**src/rtl/i2c_rw_pkg.sv**
```systemverilog
package i2c_rw_pkg;

  // Transaction phase of the receiver
  typedef enum logic [2:0] {
    ST_IDLE,
    ST_ADDR,
    ST_CMD,
    ST_DATA,
    ST_SKIP
  } rw_state_e;

  localparam int BYTE_W = 8;
  localparam logic [4:0] MCODE_PREFIX = 5'b00001;

endpackage

```
**src/rtl/i2c_rw_sync.sv**
```systemverilog
module i2c_rw_sync #(
  parameter int WIDTH  = 2,
  parameter int STAGES = 2
) (
  input  logic             clk,
  input  logic             rst,
  input  logic [WIDTH-1:0] d_i,
  output logic [WIDTH-1:0] q_o
);

  genvar g;
  generate
    for (g = 0; g < WIDTH; g++) begin : g_line
      logic [STAGES-1:0] chain;
      always_ff @(posedge clk) begin
        if (rst) chain <= '1;
        else     chain <= {chain[STAGES-2:0], d_i[g]};
      end
      assign q_o[g] = chain[STAGES-1];
    end
  endgenerate

endmodule

```
**src/rtl/i2c_rw_events.sv**
```systemverilog
module i2c_rw_events (
  input  logic clk,
  input  logic rst,
  input  logic scl_s,
  input  logic sda_s,
  output logic ev_start,
  output logic ev_stop,
  output logic scl_rise,
  output logic scl_fall
);

  logic scl_q;
  logic sda_q;

  always_ff @(posedge clk) begin
    if (rst) begin
      scl_q <= 1'b1;
      sda_q <= 1'b1;
    end else begin
      scl_q <= scl_s;
      sda_q <= sda_s;
    end
  end

  // Data line moving while the clock line stays high marks a bus condition
  assign ev_start = scl_s & scl_q & sda_q & ~sda_s;
  assign ev_stop  = scl_s & scl_q & ~sda_q & sda_s;
  assign scl_rise = scl_s & ~scl_q;
  assign scl_fall = ~scl_s & scl_q;

endmodule

```
**src/rtl/i2c_rw_core.sv**
```systemverilog
module i2c_rw_core
  import i2c_rw_pkg::*;
#(
  parameter logic [6:0] SLAVE_ADDR = 7'h3A,
  parameter int         RADDR_W    = 7,
  parameter int         DATA_BYTES = 2,
  localparam int        DATA_W     = BYTE_W * DATA_BYTES
) (
  input  logic               clk,
  input  logic               rst,
  input  logic               sda_s,
  input  logic               ev_start,
  input  logic               ev_stop,
  input  logic               scl_rise,
  input  logic               scl_fall,
  output logic               sda_oe,
  output logic [RADDR_W-1:0] reg_addr,
  output logic [DATA_W-1:0]  reg_data,
  output logic               reg_wr,
  output logic               hs_mode
);

  localparam int IDX_W = (DATA_BYTES > 1) ? $clog2(DATA_BYTES) : 1;
  localparam logic [IDX_W-1:0] LAST_IDX = IDX_W'(DATA_BYTES - 1);

  rw_state_e            state;
  rw_state_e            nxt_state;
  logic                 in_ack;
  logic [3:0]           bit_cnt;
  logic [BYTE_W-1:0]    shreg;
  logic                 cmd_wr;
  logic [RADDR_W-1:0]   cmd_addr;
  logic [DATA_W-1:0]    data_sr;
  logic [IDX_W-1:0]     data_idx;
  logic                 pend_wr;
  logic                 ack_now;
  logic                 is_mcode;
  logic                 byte_done;
  logic                 ack_done;

  assign is_mcode  = (shreg[7:3] == MCODE_PREFIX);
  assign byte_done = scl_fall && !in_ack && (bit_cnt == 4'd8);
  assign ack_done  = scl_fall && in_ack;

  // Acknowledge decision and next phase for the byte just received
  always_comb begin
    ack_now   = 1'b0;
    nxt_state = state;
    unique case (state)
      ST_ADDR: begin
        if (!is_mcode && shreg[7:1] == SLAVE_ADDR && !shreg[0]) begin
          ack_now   = 1'b1;
          nxt_state = ST_CMD;
        end else begin
          nxt_state = ST_SKIP;
        end
      end
      ST_CMD: begin
        ack_now   = 1'b1;
        nxt_state = ST_DATA;
      end
      ST_DATA: begin
        ack_now   = 1'b1;
        nxt_state = (data_idx == LAST_IDX) ? ST_SKIP : ST_DATA;
      end
      default: begin
        ack_now   = 1'b0;
        nxt_state = state;
      end
    endcase
  end

  always_ff @(posedge clk) begin
    if (rst) begin
      state    <= ST_IDLE;
      in_ack   <= 1'b0;
      bit_cnt  <= '0;
      shreg    <= '0;
      sda_oe   <= 1'b0;
      cmd_wr   <= 1'b0;
      cmd_addr <= '0;
      data_sr  <= '0;
      data_idx <= '0;
      pend_wr  <= 1'b0;
      hs_mode  <= 1'b0;
      reg_wr   <= 1'b0;
      reg_addr <= '0;
      reg_data <= '0;
    end else begin
      reg_wr <= 1'b0;
      if (ev_start) begin
        state   <= ST_ADDR;
        in_ack  <= 1'b0;
        bit_cnt <= '0;
        sda_oe  <= 1'b0;
        pend_wr <= 1'b0;
      end else if (ev_stop) begin
        state   <= ST_IDLE;
        in_ack  <= 1'b0;
        bit_cnt <= '0;
        sda_oe  <= 1'b0;
        pend_wr <= 1'b0;
        hs_mode <= 1'b0;
      end else if (state != ST_IDLE) begin
        if (scl_rise && !in_ack && bit_cnt < 4'd8) begin
          shreg   <= {shreg[BYTE_W-2:0], sda_s};
          bit_cnt <= bit_cnt + 4'd1;
        end else if (byte_done) begin
          in_ack <= 1'b1;
          sda_oe <= ack_now;
          state  <= nxt_state;
          unique case (state)
            ST_ADDR: begin
              if (is_mcode) hs_mode <= 1'b1;
            end
            ST_CMD: begin
              cmd_wr   <= ~shreg[7];
              cmd_addr <= shreg[RADDR_W-1:0];
              data_idx <= '0;
            end
            ST_DATA: begin
              data_sr <= (data_sr << BYTE_W) | {{(DATA_W-BYTE_W){1'b0}}, shreg};
              if (data_idx == LAST_IDX) pend_wr  <= cmd_wr;
              else                      data_idx <= data_idx + 1'b1;
            end
            default: ;
          endcase
        end else if (ack_done) begin
          in_ack  <= 1'b0;
          bit_cnt <= '0;
          sda_oe  <= 1'b0;
          if (pend_wr) begin
            pend_wr  <= 1'b0;
            reg_wr   <= 1'b1;
            reg_addr <= cmd_addr;
            reg_data <= data_sr;
          end
        end
      end
    end
  end

endmodule

```
**src/rtl/i2c_regwr_slave.sv**
```systemverilog
module i2c_regwr_slave #(
  parameter logic [6:0] SLAVE_ADDR  = 7'h3A,
  parameter int         SYNC_STAGES = 2,
  parameter int         RADDR_W     = 7,
  parameter int         DATA_BYTES  = 2,
  localparam int        DATA_W      = 8 * DATA_BYTES
) (
  input  logic               clk,
  input  logic               rst,
  input  logic               scl_i,
  input  logic               sda_i,
  output logic               sda_oe_o,
  output logic [RADDR_W-1:0] reg_addr_o,
  output logic [DATA_W-1:0]  reg_data_o,
  output logic               reg_wr_o,
  output logic               hs_mode_o
);

  logic [1:0] line_s;
  logic       scl_s;
  logic       sda_s;
  logic       ev_start;
  logic       ev_stop;
  logic       scl_rise;
  logic       scl_fall;

  i2c_rw_sync #(.WIDTH(2), .STAGES(SYNC_STAGES)) sync_i (
    .clk (clk),
    .rst (rst),
    .d_i ({scl_i, sda_i}),
    .q_o (line_s)
  );

  assign scl_s = line_s[1];
  assign sda_s = line_s[0];

  i2c_rw_events events_i (
    .clk      (clk),
    .rst      (rst),
    .scl_s    (scl_s),
    .sda_s    (sda_s),
    .ev_start (ev_start),
    .ev_stop  (ev_stop),
    .scl_rise (scl_rise),
    .scl_fall (scl_fall)
  );

  i2c_rw_core #(
    .SLAVE_ADDR (SLAVE_ADDR),
    .RADDR_W    (RADDR_W),
    .DATA_BYTES (DATA_BYTES)
  ) core_i (
    .clk      (clk),
    .rst      (rst),
    .sda_s    (sda_s),
    .ev_start (ev_start),
    .ev_stop  (ev_stop),
    .scl_rise (scl_rise),
    .scl_fall (scl_fall),
    .sda_oe   (sda_oe_o),
    .reg_addr (reg_addr_o),
    .reg_data (reg_data_o),
    .reg_wr   (reg_wr_o),
    .hs_mode  (hs_mode_o)
  );

endmodule

```
**config.mk**
```make
export PLATFORM = sky130hd
export DESIGN_NAME = i2c_regwr_slave
export DESIGN_NICKNAME = d
export VERILOG_FILES = /design/src/rtl/i2c_rw_pkg.sv /design/src/rtl/i2c_rw_sync.sv /design/src/rtl/i2c_rw_events.sv /design/src/rtl/i2c_rw_core.sv /design/src/rtl/i2c_regwr_slave.sv
export SDC_FILE = /design/constraint.sdc
export NUM_CORES = 1
export LEC_CHECK = 0
export ABC_AREA = 1
export CORE_MARGIN = 4
export CORE_UTILIZATION = 55
export DETAILED_ROUTE_END_ITERATION = 10
export PLACE_DENSITY = 0.88
export REMOVE_ABC_BUFFERS = 1
export SETUP_SLACK_MARGIN = 0.2
export SKIP_CTS_REPAIR_TIMING = 1
export SLEW_MARGIN = 20
export SYNTH_ARGS = -nofsm -noshare
export SYNTH_HDL_FRONTEND = slang
export SYNTH_SLANG_ARGS = --single-unit
```
**constraint.sdc**
```tcl
create_clock -name clk -period 3.2 [get_ports clk]
set_input_delay 0.8 -clock clk [delete_from_list [all_inputs] [get_ports clk]]
set_output_delay 0.8 -clock clk [all_outputs]
set_load 0.02 [all_outputs]
```
## Word level (Yosys, flattened, before mapping)

Cells that the tools add are included.

- Flip-flop bits (word level): 74
- Bits in latches: 0
- Bits in writable memories: 0
- Bits in read-only memories: 0
- Input bits: 4
- Output and inout bits: 26
- Word-level logic and storage cells: 116
- Memories kept: 0

- $add $sub $neg: 2
- $mul: 0
- Divide/modulo/power cells: 0
- $lt $le $gt $ge: 1
- Equality and inequality tests: 11
- Shifts and indexed selects: 0
- Multiplexer cells: 28
- Bitwise operators: 19
- Reductions and logical operators: 36

Operator list:

| kind | count |
|---|---|
| $reduce_and A6 Y1 | 4 |
| $mux W1 | 20 |
| $or A16 B8 Y16 | 1 |
| $reduce_bool A2 Y1 | 7 |
| $mux W4 | 3 |
| $reduce_and A4 Y1 | 3 |
| $reduce_bool A3 Y1 | 4 |
| $not A1 Y1 | 11 |
| $pmux W3 S3 | 1 |
| $and A1 B1 Y1 | 7 |
| $eq A7 B6 Y1 const B | 1 |
| $logic_and A1 B1 Y1 | 7 |
| $reduce_and A7 Y1 | 1 |
| $reduce_or A7 Y1 | 1 |
| $eq A3 B2 Y1 const B | 2 |
| $mux W3 | 2 |
| $reduce_and A3 Y1 | 2 |
| $eq A5 B1 Y1 const B | 1 |
| $reduce_and A5 Y1 | 1 |
| $reduce_bool A5 Y1 | 1 |
| $add A4 B1 Y4 const B | 1 |
| $eq A4 B4 Y1 const B | 1 |
| $lt A4 B4 Y1 const B | 1 |
| $ne A2 B1 Y1 const B | 2 |
| other kinds (8) | 12 |

## Logic depth before layout (Yosys ltp)

Gate-level depths: netlist (run 1).

- Word-level depth: 11
- Gate-level depth with buffers: 10

## By module

Synthesis (run 1) repeated with hierarchy kept, for this count alone.

- Cell total of the unflattened synthesis: 388
- Area, all modules: 3055.4 um^2

By module, submodules not included:

| module | times used | cells each | area an instance (um^2) | sequential area each (um^2) |
|---|---|---|---|---|
| i2c_rw_core | 1 | 357 | 2831.5 | 1361.3 |
| i2c_rw_sync | 1 | 15 | 131.4 | 80.1 |
| i2c_rw_events | 1 | 16 | 92.6 | 40.0 |

## Worst setup path before layout (run 1)

No wires, ideal clock.

- Path type: in2reg
- Start: input rst
- End: register core_i.reg_wr
- Setup time: 0.128 ns
- Arrival time: 1.377 ns
- Data required time: 3.072 ns
- Setup slack: 1.696 ns
- Stages on the path: 3
- Cells stage by stage: clkbuf_1 -> clkbuf_1 -> nor2_1

- Cells in the longest elaborated chain, start to end: 1

Ends and longest elaborated chain:

| item | RTL line | RTL |
|---|---|---|
| start, declared | i2c_regwr_slave.sv:9 | `input logic rst,` |
| $reduce_or A7 Y1 (no line) | n/a |  |
| end signal, assigned | i2c_rw_core.sv:86 | `reg_wr <= 1'b0;` |
| end signal, assigned | i2c_rw_core.sv:90 | `reg_wr <= 1'b0;` |
| end signal, assigned | i2c_rw_core.sv:134 | `reg_wr <= 1'b1;` |
| end, declared | i2c_rw_core.sv:19 | `output logic reg_wr,` |

Every way passes these cells.
A chain may end at the register's enable or synchronous reset.

==> out/summary.txt, run 1 <==
Post-DP HPWL = 4050 um
fin cells = 477
CP endpoint kind = flip-flop
CP startpoint kind = input port
Placed Cells = 461
share of layout cells above drive strength 1 = 8.35%
# port buffers = 29
status = complete, no violations
initial antenna violation count = 0
largest family of logic cells by synthesized area = simple AND/OR/NAND/NOR gates
first-pass GRT wire length = 10400 um
Synth Area in Adders = 0.860%
crit-path cells = clkdlybuf4s50_1 -> inv_1 -> o21ai_0 -> a21oi_1
design area = 3370 sq um
XOR/XNOR Fraction of Synth Area = 0.301%
CTS sink count = 74
Hold Path Class = reg -> reg
VDD IR max = 293 uV
post-route setup TNS = 0 ps
I/O Pins = 30
GRT Resource Usage Total = 20.6%
RSZ-0062 raised after global routing = no
post-synthesis mux area share = 0%
DIE HEIGHT = 80.7 um
initial core utilization = 57.0%
asr flop ratio synth = 0%
number of synthesized flops with an enable pin = 0
Final Max Tran Viols = 0
CP max stage delay = 710 ps
Hold Vio Cnt, Final = 0
TritonCTS clock tree = built
P_leak = 1.34 nW
DR WL/cell = 12.2 um
Post-Place Cell Area = 3190 sq um
vias in the first global route = 2375
core area = 5110 sq um
simple-gate area share of the yosys netlist = 27.0%
total clock buffers created by CTS = 9
Layout Skew = 9.10 ps
largest net degree at the start of global routing = 38
Die ar. = 6520 sq um
post-synthesis compound-gate area fraction = 13.3%
Tcrit/Tclk final = 72.2%
Slowest-stage cell, CP = inv_1
Max clock buf depth = 2
Die X-Extent = 80.7 um
Site Rows = 26
warning count from the yosys run = 0
slew margin rel. = 45.3%
fmax = 0.433 GHz
sequential fraction of the synthesis area = 50.9%
Final ANT Viol Nets = 0
PwrDens = 481 nW/um^2
final net count = 408
Top FF cell, synth = dfxtp_1
max_cap viols = 0
WP data required = 3470 ps
CTS clk-pin slew, worst paths = 70 ps
DRC violations left = 0
CP max FO = 37
1st-iter DRT viols = 219
synthesized area = 2910 sq um
Setup violations, final = 0
distinct cell type count after synthesis = 24
Worst EP arrival = 2580 ps
routed wire length = 5800 um
Tmin final = 2310 ps
Ant. Diodes = 0
First-pass DRT Iterations = 4
Post-Syn Instances = 377
Avg Synthesized Cell Area = 7.72 sq um
gr ovfl total = 0
Tot Pwr = 1.62 mW
gpl congestion = 0.923
Crit Path Category = in -> reg
Worst-Skew Late Latency = 350 ps
flops & latches, synth = 74
# H-tree levels = 3
Vias = 2479
Area Growth Syn to Fin = 16.0%
Root Buffer = clkbuf_8
Via density = 5.20
worst-margin pin slew = 819 ps
stage by stage:
stage                     setup WS, ps  utilization (%)  hold WS, ps
after detailed placement           615             62.5          396
after CTS                          925             66.1          418
after global routing               698             66.1          434
after global placement             679             62.5          391
final                              890             66.1          413
after floorplan                   1660                -          389
cell usage after synthesis (2+ instances only):
| cell | number | area, sq um |
|---|---|---|
| nor2_4 | 2 | 22.5 |
| ha_1 | 2 | 25.0 |
| nand4_1 | 4 | 25.0 |
| inv_2 | 4 | 15.0 |
| or2_2 | 4 | 25.0 |
| nor3_1 | 10 | 50.1 |
| o21ai_0 | 38 | 190 |
| inv_1 | 24 | 90.1 |
| nor2_1 | 60 | 225 |
| buf_6 | 5 | 56.3 |
| dfxtp_1 | 74 | 1480 |
| nand3_2 | 4 | 40.0 |
| buf_4 | 2 | 15.0 |
| nand2_1 | 58 | 218 |
| nand3_1 | 31 | 155 |
| clkbuf_1 | 9 | 33.8 |
| nor2_2 | 2 | 12.5 |
| a21oi_1 | 38 | 190 |
kinds of logic (layout without fill, tap and decap cells):
group	Yosys count	count (layout)
AOI/OAI and AO/OA	77	77
xor gates and xnor gates	1	1
adders and majority gates	2	2
buffers and inverters	46	76
DFF	74	74
and+or+nand+nor	177	177
critical path, delay by kind of cell:
family / cells / cell delay, ps
AOI/OAI and AO/OA: 2 / 440
buffers and inverters: 2 / 1340
area by class of cell:
cell class | count | area (sq um)
Timing Repair Buffer | 31 | 305
Fill cell | 432 | 1730
Clock inverter | 3 | 22.5
Tap cell | 70 | 87.6
Clock buffer | 13 | 159
Inverter | 29 | 111
Multi-Input combinational cell | 257 | 1210
Sequential cell | 74 | 1480
placed cells by master, fill, tap and decap left out, drive strengths merged:
cell type and n:
a21oi 38, nor3 10, nand2 59, inv 30, o21ai 38, clkinv 2
ha 2, clkbuf 13, nor2 64, nand4 4, buf 2, dfxtp 74
xnor2 1, nand3b 1, nand3 35, clkdlybuf4s50 29, or2 4, a31oi 1
state kept, by name (all words and copies together) (netlist names), 3 cells and up:
name / cells
core_i.reg_data: 16
sync_i.g_line.chain: 4
core_i.shreg: 8
core_i.data_sr: 16
core_i.cmd_addr: 7
core_i.reg_addr: 7
core_i.state: 3
core_i.bit_cnt: 4
where the power goes:
| group | internal [mW] | leakage [nW] | switching, mW | total, mW |
|---|---|---|---|---|
| Combinational | 0.0112 | 0.648 | 0.0234 | 0.0346 |
| Clock | 0.327 | 0.0940 | 0.333 | 0.661 |
| Sequential | 0.924 | 0.597 | 0.00352 | 0.928 |
metal layers:
metal / up-vias / track usage, % / routed length, um
li1: 1290 / - / -
met1: 1116 / 24.6 / 2640
met2: 56 / 34.2 / 2780
met3: 17 / 4.10 / 227
met4: 0 / 12.2 / 150
met5: - / 0 / 0
worst paths after layout:
path	from	slack, ps	cells after the start	to
setup reg to reg	core_i.state[0]$_SDFFE_PP0P_	1300	7	core_i.reg_addr[1]$_SDFFE_PP0P_
hold / removal	sync_i.g_line[0].chain[0]$_SDFF_PP1_	410	1	sync_i.g_line[0].chain[1]$_SDFF_PP1_
hold reg to reg	sync_i.g_line[0].chain[0]$_SDFF_PP1_	410	1	sync_i.g_line[0].chain[1]$_SDFF_PP1_
setup / recovery	rst	890	4	core_i.shreg[3]$_SDFFE_PP0P_
Power figures use the tool's default switching activity.
==> run 2, diff against run 1 <==
==> constraint.sdc (replaced) <==
create_clock -name clk -period 2.35 [get_ports clk]
set_input_delay 0.5875 -clock clk [delete_from_list [all_inputs] [get_ports clk]]
set_output_delay 0.5875 -clock clk [all_outputs]
set_load 0.02 [all_outputs]
==> out/summary.txt, run 2 (synthesis gave the netlist of run 1 again) <==
dpl ws = 502 ps (-113 ps)
largest net degree at the start of global routing = 38 (unchanged)
Vias = 2554 (+3.0%)
# port buffers = 29 (unchanged)
Slowest-stage cell, CP = clkdlybuf4s50_1
FF+latch area = 1480 sq um (unchanged)
Final Max Tran Viols = 0 (unchanged)
core area = 5110 sq um (unchanged)
CTS sink count = 74 (unchanged)
WP data required = 1760 ps (-1710 ps)
Root Buffer = clkbuf_8
First-pass DRT Iterations = 4 (unchanged)
crit-path cells = clkdlybuf4s50_1
CP max FO = 2 (-95%)
DRC violations left = 0 (unchanged)
Ant. Diodes = 0 (unchanged)
CP max stage delay = 620 ps (-90 ps)
Max clock buf depth = 2 (unchanged)
Tcrit/Tclk final = 81.5%
design area = 3470 sq um (+2.7%)
GRT Resource Usage Total = 22.0% (+1.5 points)
DIE HEIGHT = 80.7 um (unchanged)
Layout Skew = 5.26 ps (-3.85 ps)
commonest cells after routing, fill and taps aside = dfxtp_1, nor2_1, nand2_1
status = complete, no violations
1st-iter DRT viols = 144 (-34%)
TritonCTS clock tree = built
max_cap viols = 0 (unchanged)
Post-DP HPWL = 4120 um (+1.7%)
Die ar. = 6520 sq um (unchanged)
Site Rows = 26 (unchanged)
Worst EP arrival = 1330 ps (-1250 ps)
VDD IR max = 492 uV (+68%)
Crit Path Category = reg -> out
Final ANT Viol Nets = 0 (unchanged)
commonest non-fill, non-tap cell in the layout = dfxtp_1
routed wire length = 6390 um (+10%)
Die X-Extent = 80.7 um (unchanged)
reg2reg setup slack = 490 ps (-810 ps)
Min-Delay Startpoint = sync_i.g_line[1].chain[0]$_SDFF_PP1_
total clock buffers created by CTS = 9 (unchanged)
initial antenna violation count = 0 (unchanged)
# H-tree levels = 3 (unchanged)
Post-Place Cell Area = 3220 sq um (+0.71%)
DR WL/cell = 13.3 um (+9.5%)
Largest regs = core_i.data_sr: 16 flops, core_i.reg_data: 16 flops, core_i.shreg: 8 flops
initial core utilization = 57.0% (unchanged)
CP Launch Point = core_i.hs_mode$_SDFFE_PP0P_
CTS clk-pin slew, worst paths = 70 ps (about the same)
share of layout cells above drive strength 1 = 9.51% (+1.2 points)
Area Growth Syn to Fin = 19.1%
Top delay family on crit path = buffers and inverters
Critical R2R Launch = core_i.bit_cnt[0]$_SDFFE_PP0P_
post-route setup TNS = 0 ps (unchanged)
vias in the first global route = 2440 (+2.7%)
CP endpoint kind = output pin
PwrDens = 730 nW/um^2 (+52%)
gpl congestion = 0.906 (-1.8%)
CP Buf/Inv Count = 1 (-1)
Hold Path Class = reg -> reg
first-pass GRT wire length = 11100 um (+6.8%)
fill count = 413 (-4.4%)
gr ovfl total = 0 (unchanged)
multi-input logic area = 1210 sq um (unchanged)
P_leak = 1.39 nW (+3.8%)
Setup violations, final = 0 (unchanged)
RSZ-0062 raised after global routing = no
fmax = 0.522 GHz
final setup margin = 435 ps (-455 ps)
Hold Vio Cnt, Final = 0 (unchanged)
CP startpoint kind = flip-flop
Via density = 5.32 (+2.4%)
Tmin final = 1920 ps
Worst-Skew Late Latency = 350 ps (about the same)
slew margin rel. = 69.1% (+24 points)
final net count = 411 (+0.74%)
worst-margin pin slew = 463 ps (-357 ps)
I/O Pins = 30 (unchanged)
-- run 2: cell types whose count changed in the layout (fill, tap and decap cells not counted) --
cell	previous run	this run
buf_4	2	5
bufinv_16	0	3
clkbuf_1	2	0
clkinv_2	1	2
clkinv_4	1	0
inv_6	1	0
-- run 2: worst paths after layout --
kind                            cells past startpoint                              endpoint
worst max-delay path                                1                             hs_mode_o
worst min-delay path                                1  sync_i.g_line[1].chain[1]$_SDFF_PP1_
worst max register to register                      8       core_i.cmd_addr[5]$_SDFFE_PP0P_
worst min register to register                      1  sync_i.g_line[1].chain[1]$_SDFF_PP1_
-- run 2: metal layers --
metal,part of all wire (%),vias up,GRT usage [%]
met3,4.6,12,6.76
met1,44,1189,26.8
met2,49,62,37.5
met5,0,-,0
met4,1.9,0,6.59
li1,-,1291,-
-- run 2: cell type report --
class	count	area share (%)
repair buffers	34	9.46
flip-flops and latches	74	42.7
inverters	29	3.21
multi-input cells	257	34.8
clock buffers	11	4.37
clock inverters	5	2.89
well taps	70	2.53
-- run 2: metrics by stage --
stage | cells | total power [mW] | util, % | hold slack (ps)
final | 480 | 2.53 | 67.9 | 418
after CTS | 480 | 2.55 | 67.9 | 418
after floorplan | 360 | 1.32 | - | 389
after detailed placement | 464 | 1.34 | 63.0 | 401
after global placement | 464 | 1.34 | 63.0 | 391
after global routing | 480 | 2.61 | 67.9 | 442
-- run 2: power by group --
| part | switching [mW] | total (mW) | internal (mW) |
|---|---|---|---|
| registers | 0.00509 | 1.26 | 1.26 |
| clock network | 0.458 | 1.22 | 0.759 |
| logic | 0.0330 | 0.0503 | 0.0174 |
| total | 0.496 | 2.53 | 2.04 |
==> run 3, diff against run 2 <==
--- a/config.mk
+++ b/config.mk
@@ -7,9 +7,9 @@
 export LEC_CHECK = 0
 export ABC_AREA = 1
 export CORE_MARGIN = 4
-export CORE_UTILIZATION = 55
+export CORE_UTILIZATION = 50
 export DETAILED_ROUTE_END_ITERATION = 10
-export PLACE_DENSITY = 0.88
+export PLACE_DENSITY = 0.84
 export REMOVE_ABC_BUFFERS = 1
 export SETUP_SLACK_MARGIN = 0.2
 export SKIP_CTS_REPAIR_TIMING = 1
==> constraint.sdc (replaced) <==
create_clock -name clk -period 1.7 [get_ports clk]
set_input_delay 0.425 -clock clk [delete_from_list [all_inputs] [get_ports clk]]
set_output_delay 0.425 -clock clk [all_outputs]
set_load 0.02 [all_outputs]
==> out/summary.txt, run 3 (synthesis gave the netlist of run 1 again) <==
# H-tree levels = 3 (unchanged)
CP startpoint kind = flip-flop
final net count = 428 (+4.1%)
Root Buffer = clkbuf_8
first-pass GRT wire length = 10900 um (-1.7%)
vias in the first global route = 2377 (-2.6%)
# port buffers = 29 (unchanged)
Max clock buf depth = 2 (unchanged)
CP max stage delay = 330 ps (-290 ps)
worst-margin pin slew = 329 ps (-134 ps)
Hold Vio Cnt, Final = 0 (unchanged)
Crit Path Category = reg -> reg
Worst-Skew Late Latency = 340 ps (about the same)
GRT Resource Usage Total = 18.7% (-3.3 points)
Die X-Extent = 84.3 um (+4.4%)
Vias = 2678 (+4.9%)
RSZ-0062 raised after global routing = yes
slew margin rel. = 77.9% (+8.8 points)
Worst EP arrival = 1730 ps (+400 ps)
PwrDens = 809 nW/um^2 (+11%)
dpl ws = -15.6 ps (-517 ps)
gr ovfl total = 0 (unchanged)
Largest regs = core_i.data_sr: 16 flops, core_i.reg_data: 16 flops, core_i.shreg: 8 flops
Setup violations, final = 0 (unchanged)
CP max FO = 8 (+6)
Final Max Tran Viols = 0 (unchanged)
DRC violations left = 0 (unchanged)
P_leak = 1.96 nW (+41%)
CP endpoint kind = flip-flop
fmax = 0.672 GHz
Site Rows = 27 (+3.8%)
Slowest-stage cell, CP = dfxtp_2
post-route setup TNS = 0 ps (unchanged)
initial core utilization = 52.2% (-4.8 points)
WP data required = 1940 ps (+180 ps)
DR WL/cell = 13.1 um (-1.9%)
I/O Pins = 30 (unchanged)
Die ar. = 7100 sq um (+9.0%)
Via density = 5.37 (+0.86%)
Final ANT Viol Nets = 0 (unchanged)
fill count = 441 (+6.8%)
largest net degree at the start of global routing = 38 (unchanged)
initial antenna violation count = 0 (unchanged)
Area Growth Syn to Fin = 30.8%
CTS clk-pin slew, worst paths = 80 ps (about the same)
total clock buffers created by CTS = 9 (unchanged)
1st-iter DRT viols = 198 (+38%)
Post-DP HPWL = 4140 um (+0.44%)
Hold Path Class = reg -> reg
CTS sink count = 74 (unchanged)
Ant. Diodes = 0 (unchanged)
max_cap viols = 0 (unchanged)
crit-path cells = inv_2 -> ha_4 -> nand2_2 -> inv_2 -> nand3_4 -> nor2_4 -> buf_12 -> clkinv_4 -> nor2_1 -> nor2_1
DIE HEIGHT = 84.3 um (+4.4%)
final setup margin = 211 ps (-224 ps)
First-pass DRT Iterations = 5 (+1)
VDD IR max = 570 uV (+16%)
Tcrit/Tclk final = 87.6%
Tmin final = 1490 ps
commonest cells after routing, fill and taps aside = dfxtp_1, nand2_1, nor2_1
commonest non-fill, non-tap cell in the layout = dfxtp_1
routed wire length = 6520 um (+2.0%)
Layout Skew = 8.69 ps (+3.43 ps)
TritonCTS clock tree = built
gpl congestion = 0.906 (about the same)
share of layout cells above drive strength 1 = 20.1% (+11 points)
core area = 5570 sq um (+9.1%)
status = complete, no violations
==> run 3: cell types whose count changed in the layout (fill, tap and decap cells not counted), moves of 5 or more <==
cell / previous run / this run
clkdlybuf4s50_1: 29 / 3
dfxtp_1: 74 / 69
nor2_1: 60 / 51
buf_6: 0 / 5
dfxtp_2: 0 / 5
dlymetal6s2s_1: 0 / 26
buf_4: 5 / 11
o21ai_0: 38 / 31
nor2_2: 2 / 9
==> run 3: cell type report <==
cell class	count	area [sq um]	area share, %
timing repair buffer	50	589	15.5
multi-input combinational	257	1340	35.1
sequential	74	1490	39.1
inverter	29	116	3.06
tap	72	90.1	2.37
clock buffer	12	155	4.08
clock inverter	4	26.3	0.690
timing repair inverter	1	5.00	0.131
==> run 3: path summary, 6_finish.rpt <==
kind	start	end	slack, ps	cells past startpoint
max reg2reg	core_i.bit_cnt[1]$_SDFFE_PP0P_	core_i.data_sr[1]$_SDFFE_PP0P_	210	10
max	core_i.bit_cnt[1]$_SDFFE_PP0P_	core_i.data_sr[1]$_SDFFE_PP0P_	210	10
min reg2reg	sync_i.g_line[1].chain[0]$_SDFF_PP1_	sync_i.g_line[1].chain[1]$_SDFF_PP1_	420	1
min	sync_i.g_line[1].chain[0]$_SDFF_PP1_	sync_i.g_line[1].chain[1]$_SDFF_PP1_	420	1
==> run 3: worst max-delay path, delay by kind of cell (launching register included) <==
| family | cells | cell delay, ps |
|---|---|---|
| simple gates | 5 | 550 |
| buf+inv | 4 | 360 |
| flops | 1 | 330 |
| fa+ha+maj | 1 | 130 |
==> run 3: metrics by stage <==
step	util (%)	instance area [sq um]	hold WS [ps]	power, mW	cells
final	68.3	3810	419	3.08	499
after CTS	62.1	3460	417	3.07	487
after detailed placement	58.9	3280	401	1.87	471
after floorplan	-	2800	389	1.82	360
after global routing	68.3	3810	442	3.18	499
after global placement	58.9	3280	390	1.86	471
==> run 3: metal layers <==
metal	track usage (%)	wire, um
met3	4.12	345
met4	7.89	137
met1	25.2	2930
met5	0	0
met2	28.9	3100
==> run 3: power breakdown <==
group	internal (mW)	switching, mW
registers	1.74	0.00763
clock network	0.608	0.633
logic	0.0356	0.0537
